==> src/rtl/vas_pkg.sv <==
package vas_pkg;
  typedef enum logic {
    SEQ_IDLE = 1'b0,
    SEQ_RUN  = 1'b1
  } seq_state_e;
endpackage

==> src/rtl/vas_regfile.sv <==
// Register array with one write port and NRD asynchronous read ports
// (distributed-RAM style).
module vas_regfile #(
  parameter int XLEN = 32,
  parameter int NREG = 32,
  parameter int NRD  = 4,
  localparam int AW  = $clog2(NREG)
) (
  input  logic                      clk,
  input  logic                      we,
  input  logic [AW-1:0]             waddr,
  input  logic [XLEN-1:0]           wdata,
  input  logic [NRD-1:0][AW-1:0]    raddr,
  output logic [NRD-1:0][XLEN-1:0]  rdata
);
  logic [XLEN-1:0] mem [NREG];

  always_ff @(posedge clk) begin
    if (we) mem[waddr] <= wdata;
  end

  for (genvar g = 0; g < NRD; g++) begin : g_rd
    assign rdata[g] = mem[raddr[g]];
  end
endmodule

==> src/rtl/vas_pred.sv <==
// Forms the element enable mask from a register word.
module vas_pred #(
  parameter int XLEN = 32
) (
  input  logic            en,
  input  logic            inv,
  input  logic [XLEN-1:0] word,
  output logic [XLEN-1:0] mask
);
  always_comb begin
    if (!en)      mask = '1;
    else if (inv) mask = ~word;
    else          mask = word;
  end
endmodule

==> src/rtl/vas_ctrl.sv <==
// Element-step sequencer: step count, offsets, predicate gating.
module vas_ctrl
  import vas_pkg::*;
#(
  parameter int XLEN = 32,
  parameter int AW   = 5,
  parameter int VL_W = 6,
  localparam int CW  = $clog2(XLEN + 1),
  localparam int IW  = $clog2(XLEN)
) (
  input  logic            clk,
  input  logic            rst,
  input  logic            start,
  input  logic [VL_W-1:0] vl,
  input  logic            vd,
  input  logic            v1,
  input  logic            v2,
  input  logic [AW-1:0]   base_d,
  input  logic [AW-1:0]   base_1,
  input  logic [AW-1:0]   base_2,
  input  logic [XLEN-1:0] mask_in,
  output logic [AW-1:0]   addr_d,
  output logic [AW-1:0]   addr_1,
  output logic [AW-1:0]   addr_2,
  output logic            elem_we,
  output logic            busy,
  output logic            done
);
  seq_state_e      state_q;
  logic [CW-1:0]   idx_q, last_q, n_steps;
  logic [AW-1:0]   bd_q, b1_q, b2_q, od_q, o1_q, o2_q;
  logic            vd_q, v1_q, v2_q;
  logic [XLEN-1:0] mask_q;

  always_comb begin
    if (vl == '0)               n_steps = '0;
    else if (!(vd | v1 | v2))   n_steps = CW'(1);
    else if (vl > VL_W'(XLEN))  n_steps = CW'(XLEN);
    else                        n_steps = CW'(vl);
  end

  always_ff @(posedge clk) begin
    if (rst) begin
      state_q <= SEQ_IDLE;
      done    <= 1'b0;
      idx_q   <= '0;
      last_q  <= '0;
      od_q    <= '0;
      o1_q    <= '0;
      o2_q    <= '0;
      bd_q    <= '0;
      b1_q    <= '0;
      b2_q    <= '0;
      vd_q    <= 1'b0;
      v1_q    <= 1'b0;
      v2_q    <= 1'b0;
      mask_q  <= '0;
    end else begin
      done <= 1'b0;
      case (state_q)
        SEQ_IDLE: begin
          if (start) begin
            if (n_steps == '0) begin
              done <= 1'b1;
            end else begin
              state_q <= SEQ_RUN;
              idx_q   <= '0;
              last_q  <= n_steps - CW'(1);
              od_q    <= '0;
              o1_q    <= '0;
              o2_q    <= '0;
              bd_q    <= base_d;
              b1_q    <= base_1;
              b2_q    <= base_2;
              vd_q    <= vd;
              v1_q    <= v1;
              v2_q    <= v2;
              mask_q  <= mask_in;
            end
          end
        end
        default: begin
          idx_q <= idx_q + CW'(1);
          od_q  <= od_q + AW'(vd_q);
          o1_q  <= o1_q + AW'(v1_q);
          o2_q  <= o2_q + AW'(v2_q);
          if (idx_q == last_q) begin
            state_q <= SEQ_IDLE;
            done    <= 1'b1;
          end
        end
      endcase
    end
  end

  assign addr_d  = bd_q + od_q;
  assign addr_1  = b1_q + o1_q;
  assign addr_2  = b2_q + o2_q;
  assign busy    = (state_q == SEQ_RUN);
  assign elem_we = busy && mask_q[idx_q[IW-1:0]];
endmodule

==> src/rtl/vec_add_seq.sv <==
module vec_add_seq #(
  parameter int XLEN = 32,
  parameter int NREG = 32,
  parameter int VL_W = 6,
  localparam int AW  = $clog2(NREG)
) (
  input  logic            clk,
  input  logic            rst,
  input  logic            start,
  input  logic [VL_W-1:0] vl,
  input  logic [AW-1:0]   rd_idx,
  input  logic [AW-1:0]   rs1_idx,
  input  logic [AW-1:0]   rs2_idx,
  input  logic            rd_vec,
  input  logic            rs1_vec,
  input  logic            rs2_vec,
  input  logic [AW-1:0]   rd_redir,
  input  logic [AW-1:0]   rs1_redir,
  input  logic [AW-1:0]   rs2_redir,
  input  logic            pred_en,
  input  logic            pred_inv,
  input  logic [AW-1:0]   pred_sel,
  input  logic            host_we,
  input  logic [AW-1:0]   host_waddr,
  input  logic [XLEN-1:0] host_wdata,
  input  logic [AW-1:0]   host_raddr,
  output logic [XLEN-1:0] host_rdata,
  output logic            busy,
  output logic            done
);
  localparam int NRD = 4;

  logic [NRD-1:0][AW-1:0]   rf_ra;
  logic [NRD-1:0][XLEN-1:0] rf_rd;
  logic [AW-1:0]   seq_ad, seq_a1, seq_a2, base_d, base_1, base_2, rf_wa;
  logic            seq_we, rf_we;
  logic [XLEN-1:0] pmask, rf_wd;

  // Redirection of vector operands
  assign base_d = rd_vec  ? rd_redir  : rd_idx;
  assign base_1 = rs1_vec ? rs1_redir : rs1_idx;
  assign base_2 = rs2_vec ? rs2_redir : rs2_idx;

  assign rf_ra[0] = seq_a1;
  assign rf_ra[1] = seq_a2;
  assign rf_ra[2] = pred_sel;
  assign rf_ra[3] = host_raddr;

  assign rf_we = busy ? seq_we : host_we;
  assign rf_wa = busy ? seq_ad : host_waddr;
  assign rf_wd = busy ? (rf_rd[0] + rf_rd[1]) : host_wdata;

  vas_regfile #(.XLEN(XLEN), .NREG(NREG), .NRD(NRD)) u_rf (
    .clk(clk), .we(rf_we), .waddr(rf_wa), .wdata(rf_wd),
    .raddr(rf_ra), .rdata(rf_rd)
  );

  vas_pred #(.XLEN(XLEN)) u_pred (
    .en(pred_en), .inv(pred_inv), .word(rf_rd[2]), .mask(pmask)
  );

  vas_ctrl #(.XLEN(XLEN), .AW(AW), .VL_W(VL_W)) u_ctrl (
    .clk(clk), .rst(rst), .start(start), .vl(vl),
    .vd(rd_vec), .v1(rs1_vec), .v2(rs2_vec),
    .base_d(base_d), .base_1(base_1), .base_2(base_2), .mask_in(pmask),
    .addr_d(seq_ad), .addr_1(seq_a1), .addr_2(seq_a2),
    .elem_we(seq_we), .busy(busy), .done(done)
  );

  always_ff @(posedge clk) begin
    host_rdata <= rf_rd[3];
  end
endmodule

==> config.mk <==
export PLATFORM = sky130hd
export DESIGN_NAME = vec_add_seq
export DESIGN_NICKNAME = d
export VERILOG_FILES = /design/src/rtl/vas_pkg.sv /design/src/rtl/vas_regfile.sv /design/src/rtl/vas_pred.sv /design/src/rtl/vas_ctrl.sv /design/src/rtl/vec_add_seq.sv
export SDC_FILE = /design/constraint.sdc
export NUM_CORES = 2
export LEC_CHECK = 0
export CAP_MARGIN = 25
export CORE_UTILIZATION = 50
export CTS_CLUSTER_DIAMETER = 50
export DETAILED_ROUTE_END_ITERATION = 6
export DONT_BUFFER_PORTS = 1
export SETUP_SLACK_MARGIN = 0.3
export SYNTH_ARGS = -nofsm -noshare
export SYNTH_HDL_FRONTEND = slang
export SYNTH_SLANG_ARGS = --single-unit
==> constraint.sdc <==
create_clock -name clk -period 7.3 [get_ports clk]
set_input_delay 1.46 -clock clk [delete_from_list [all_inputs] [get_ports clk]]
set_output_delay 1.46 -clock clk [all_outputs]
set_load 0.005 [all_outputs]
== Word-level counts from Yosys, hierarchy flattened ==
Memories as Yosys holds them, arrays and structs flattened. A register that Yosys moved wholly into a read port is not among the register bits.
Index checks and enable logic that the tools add are counted.

* Register bits after elaboration: 79
* Latch bits: 0
* RAM bits: 1024
* ROM bits: 0
* Input port bits: 92
* Output and inout port bits: 34
* Logic and storage cells: 70
* Memories: 1

* $add $sub $neg: 9
* Multiply operators: 0
* Divide/modulo/power cells: 0
* Magnitude comparators: 2
* Eq/ne operators: 2
* Shift operators: 0
* Muxes and demuxes: 31
* Bitwise logic cells: 5
* Reductions and logical operators: 6

{| class="wikitable"
|+ Memories
! memory !! depth !! width !! rd ports !! clocked after Yosys merged registers in !! write ports !! line !! source
|-
| u_rf.mem || 32 || 32 || 4 || 1 || 1 || vas_regfile.sv:16 || <nowiki>logic [XLEN-1:0] mem [NREG];</nowiki>
|}

{| class="wikitable"
|+ Operator list
! operator !! count
|-
| 32-bit two-way mux || 3
|-
| 5-bit two-way mux || 9
|-
| 6-bit two-way mux || 6
|-
| 32-bit adder || 1
|-
| 32-bit NOT || 1
|-
| 5-bit by 1-bit adder with 5-bit output || 3
|-
| 5-bit adder || 3
|-
| 6-bit logical NOT || 2
|-
| 1-bit two-way mux || 12
|-
| 6-bit by 1-bit adder with 6-bit output (second input constant) || 1
|-
| 6-bit == test || 1
|-
| 6-bit greater-than comparator (second input constant) || 1
|-
| 5-bit by 6-bit < comparator with 1-bit output (second input constant) || 1
|-
| 6-bit by 1-bit subtractor with 6-bit output (second input constant) || 1
|-
| 1-bit binary-select mux with 5-bit select || 1
|-
| 3-bit AND reduction || 1
|-
| 2-bit by 1-bit inequality test with 1-bit output (second input constant) || 1
|-
| 1-bit NOT || 2
|-
| 1-bit bitwise OR || 2
|-
| 2-bit AND reduction || 1
|-
| 2-bit nonzero test || 1
|-
| 1-bit logical AND || 1
|}

== Logic depth before layout (Yosys ltp) ==
* Word-level depth: 8
* Depth in mapped cells: 22
* Depth with buffers taken out: 20

== By module ==
A second synthesis with hierarchy kept.

* Cells, all modules: 6607
* Area, all modules: 74296.3 sq um

{| class="wikitable"
|+ Modules (own cells, without submodules)
! module !! instances !! cells each !! area an instance (sq um)
|-
| vas_regfile || 1 || 5702 || 66610.1
|-
| vas_ctrl || 1 || 488 || 4211.5
|-
| vec_add_seq || 1 || 346 || 2991.6
|-
| vas_pred || 1 || 71 || 483.0
|}

== Least setup slack after synthesis ==
No wires, ideal clock.

* Path kind: reg2reg
* Start point: register u_ctrl.o2_q[0]
* End point: memory u_rf.mem[0][30] (data pin)
* Arrival: 6167 ps
* Required time: 6833 ps
* Setup slack: 666 ps
* Cell stages (with the launch flop): 22
* Clock period less this slack: 6634 ps
* Cells stage by stage: dfxtp_1 -> ha_1 -> inv_1 -> fa_1 -> buf_1 -> buf_1 -> buf_1 -> mux4_2 -> nand2_1 -> nand3_1 -> nand3_1 -> o21ai_0 -> ha_1 -> fa_1 -> a211oi_1 -> o211ai_1 -> a31oi_1 -> a2111oi_1 -> o21ai_0 -> a21oi_1 -> o21a_1 -> o31ai_1

* Word-level cells in the longest chain between the ends: 4

{| class="wikitable"
|+ Ends and longest elaborated chain
! element !! line !! source
|-
| start, declared || vas_ctrl.sv:31 || <nowiki>logic [AW-1:0] bd_q, b1_q, b2_q, od_q, o1_q, o2_q;</nowiki>
|-
| start signal, assigned || vas_ctrl.sv:86 || <nowiki>o2_q <= o2_q + AW'(v2_q);</nowiki>
|-
| 5-bit adder || vas_ctrl.sv:98 || <nowiki>assign addr_2 = b2_q + o2_q;</nowiki>
|-
| memory 32 x 32 bit || - ||
|-
| 32-bit adder || vec_add_seq.sv:51 || <nowiki>assign rf_wd = busy ? (rf_rd[0] + rf_rd[1]) : host_wdata;</nowiki>
|-
| 32-bit two-way mux || vec_add_seq.sv:51 ||
|-
| via rf_wd[30] || vec_add_seq.sv:37 || <nowiki>logic [XLEN-1:0] pmask, rf_wd;</nowiki>
|-
| end, declared || vas_regfile.sv:16 ||
|}

The timed path passes the listed nets, and every way through them passes these cells.

== Worst setup path after layout ==
* Start point: register u_ctrl.o2_q[0]
* End point: memory u_rf.mem[16][24] (data pin)

The elaborated chain is that of the path after synthesis.

==> results.cfg <==
[status]
status = finished, violations left
violations = max-slew violations

[global_route]
gr-max-usage-layer = met2
grt_max_degree = 257
grt_pass1_wl_um = 351000
overflow = 0
grt_pass1_vias = 46130
grt_usage_pct = 35.4
grt.met3_usage_pct = 11.9
grt_antenna_before_repair = 8
grt_util_met2_pct = 51.3
grt_util_met1_pct = 49.3

[floorplanning]
io_pins = 126
rows = 136
fp.coreArea_um2 = 138000
fp.dieW_um = 376
start_util_pct = 50.7
die_area_um2 = 142000
die_h_um = 376

[routing]
drc = 0
wl_per_cell_um = 40.0
routed_wl_um = 250000
viasPerCell = 7.66
antenna_left = 0
first_iter_violations = 7321
dr.pass1.iters = 6
dr_total_vias = 47807

[logic_synthesis]
synth_top_area_share_pct = 43.9
synth-async-reset-ratio_pct = 0
synth_seq_cells = 1135
synthTopCellsByCount = mux4_2 (1164), edfxtp_1 (1024), nand2_1 (618)
ys_types = 60
ys_seq_area_share_pct = 47.1
netlist_area_um2 = 70000
yosysMostFrequentCell = mux4_2
syn_nets = 4507
synthCells = 4359
avgSynthCellArea_um2 = 16.1
synth-edff-count = 1024
yosys_warnings = 0
yosys.area.top_type = edfxtp_1
synth_area_leaders = edfxtp_1 (44%), mux4_2 (37%), nand2_1 (3.3%)
dominantRegCellSynth = edfxtp_1

[clocking]
htreeDepth = 4
cts_tree = yes
post-cts-setup-buffer-count = 0
clock_latency_ns = 0.80
clockBufferDepth = 3
numCtsBuffers = 151
clock_sinks = 1135
clkTransAtPathRegs_ns = 0.06
cts-root-buf = clkbuf_16

[worst_setup_path]
path_max_fanout = 32
cp.arrival_ns = 7.09
endpoint_kind = flop
critical_path.slowest_cell = a2111oi_1
cp_cell_sequence = ha_4 -> inv_1 -> fa_4 -> nor2b_1 -> o21a_1 -> o21ai_0 -> buf_4 -> nand2_4 -> buf_4 -> nand3_1 -> nand3_1 -> o21ai_0 -> ha_1 -> and3_1 -> a31oi_1 -> buf_4 -> a2111oi_1 -> buf_4 -> o21ai_0 -> a21boi_1 -> or3_1 -> a31o_2
cpMostUsedCell = buf_4
cp-start-kind = flop
path_class = reg2reg
critPathMaxStageDelay_ns = 0.71
crit_required_ns = 7.79

[hold_path]
hold_path_class = reg2reg

[timing]
tns_ns = 0
fin_ws_ns = 0.703
timing.fmax_ghz = 0.152
hold_ws_ns = 0.465
post-route-period-util_pct = 90.4
grt_setup_unrepaired = no
maxSlewViolCount = 64
tightestPinTransition_ns = 1.55
finalSetupViolCount = 0
final-hold-violation-count = 0
slew_headroom_pct = -3.29
period_needed_ns = 6.60
worst_clock_skew_ns = 0.0377

[pwr]
cellLeakagePower_nw = 25.2
swShare_pct = 29.8
combPwrFrac_pct = 23.8
p_int_mw = 14.4
seqPwrFrac_pct = 39.5
powerDensity_nw_per_um2 = 263
switchingPower_mw = 6.12
irDropWorstVdd_uv = 225
power_frac_clock_pct = 36.7

[placed_design]
detailed_place_hpwl_um = 134000
post-place-ws_ns = 0.642
portBuffers = 0
gp_congestion = 0.878

[final_layout]
syn_to_final_growth_pct = 11.4
final_nets = 4408
drive_gt1_share_pct = 38.5

[job]
cap_violations = 0
-- routing by layer --
layer | vias to the layer above | part of all wire [%]
li1 | 18142 | -
met1 | 24933 | 36
met2 | 4111 | 45
met3 | 619 | 15
met4 | 2 | 4.3
met5 | - | 0.0052
-- cells in the final DEF, fill, tap and decap left out, types with 28 or more instances in the layout --
cell type,n
a21o_1,28
ha_1,50
nor2_1,89
buf_12,37
a21oi_1,51
nor2_4,32
mux2_2,54
a311oi_1,33
nand3_1,323
o21ai_0,83
buf_4,101
nand2_1,617
edfxtp_1,1024
mux2i_1,53
xor2_1,46
mux4_2,1164
dfxtp_1,110
clkbuf_16,153
-- per-stage QoR --
stage / cells / utilization [%] / power (mW) / instance area, um2
finish: 6244 / 56.5 / 20.6 / 78000
global route: 6243 / 56.5 / 21.1 / 78000
CTS: 6236 / 56.3 / 20.5 / 77800
detailed placement: 5963 / 52.7 / 13.0 / 72800
global placement: 5953 / 52.5 / 13.0 / 72600
floorplan: 4359 / - / 11.5 / 70000
-- final cells by class --
type,count,area [um2]
Inverter,16,60.1
Tap cell,1863,2330
Multi-Input combinational cell,2804,35800
Fill cell,10691,60100
Clock buffer,180,4010
Clock inverter,93,1040
Timing Repair Buffer,152,1860
Antenna cell,1,2.50
Sequential cell,1135,33000
-- power groups by stage --
stage               Combinational (mW)  Sequential (mW)  Clock [mW]
floorplan                         3.34             8.18           0
global placement                  4.74             8.24           0
detailed placement                4.78             8.25           0
CTS                               4.80             8.11        7.60
global route                      5.15             8.14        7.85
finish                            4.89             8.12        7.54
-- repair_timing --
action / CTS / global route
setup endpoints to repair: 0 / 32
resized for setup: 0 / 1
hold buffers: 0 / 0
-- critical path, delay by kind of cell, from the launching register on --
kind            cells  cell delay, ns
compound gates      8            2.28
buf+inv             5            1.24
fa+ha+maj           3            1.18
simple gates        6            1.14
flops               1            0.40
-- sequential cells by signal, summed over array words and instances, names as in the netlist --
signal / count
u_ctrl.vd_q: 1
u_ctrl.o1_q: 5
u_ctrl.last_q: 6
u_rf.mem: 1024
u_ctrl.done: 1
u_ctrl.b1_q: 5
u_ctrl.o2_q: 5
u_ctrl.od_q: 5
host_rdata: 32
u_ctrl.busy: 1
u_ctrl.b2_q: 5
u_ctrl.v1_q: 1
u_ctrl.v2_q: 1
u_ctrl.mask_q: 32
u_ctrl.idx_q: 6
u_ctrl.bd_q: 5
-- cell families after synthesis --
kind of cell | count (synthesis) | synth area share, %
compound gates | 268 | 2.48
mux | 1272 | 39.1
xor+xnor | 79 | 0.988
simple gates | 1129 | 6.87
buf+inv | 420 | 2.46
fa+ha+maj | 56 | 1.04
flops | 1135 | 47.1
-- path summary, 6_finish.rpt --
path,start,end,slack [ns],cells after the start
max,u_ctrl.o2_q[0],u_rf.mem[16][24],0.70,22
min,u_ctrl.v1_q,u_ctrl.v1_q,0.46,2
max reg2reg,u_ctrl.o2_q[0],u_rf.mem[16][24],0.70,22
min reg2reg,u_ctrl.v1_q,u_ctrl.v1_q,0.46,2
Power figures use the tool's default switching activity.
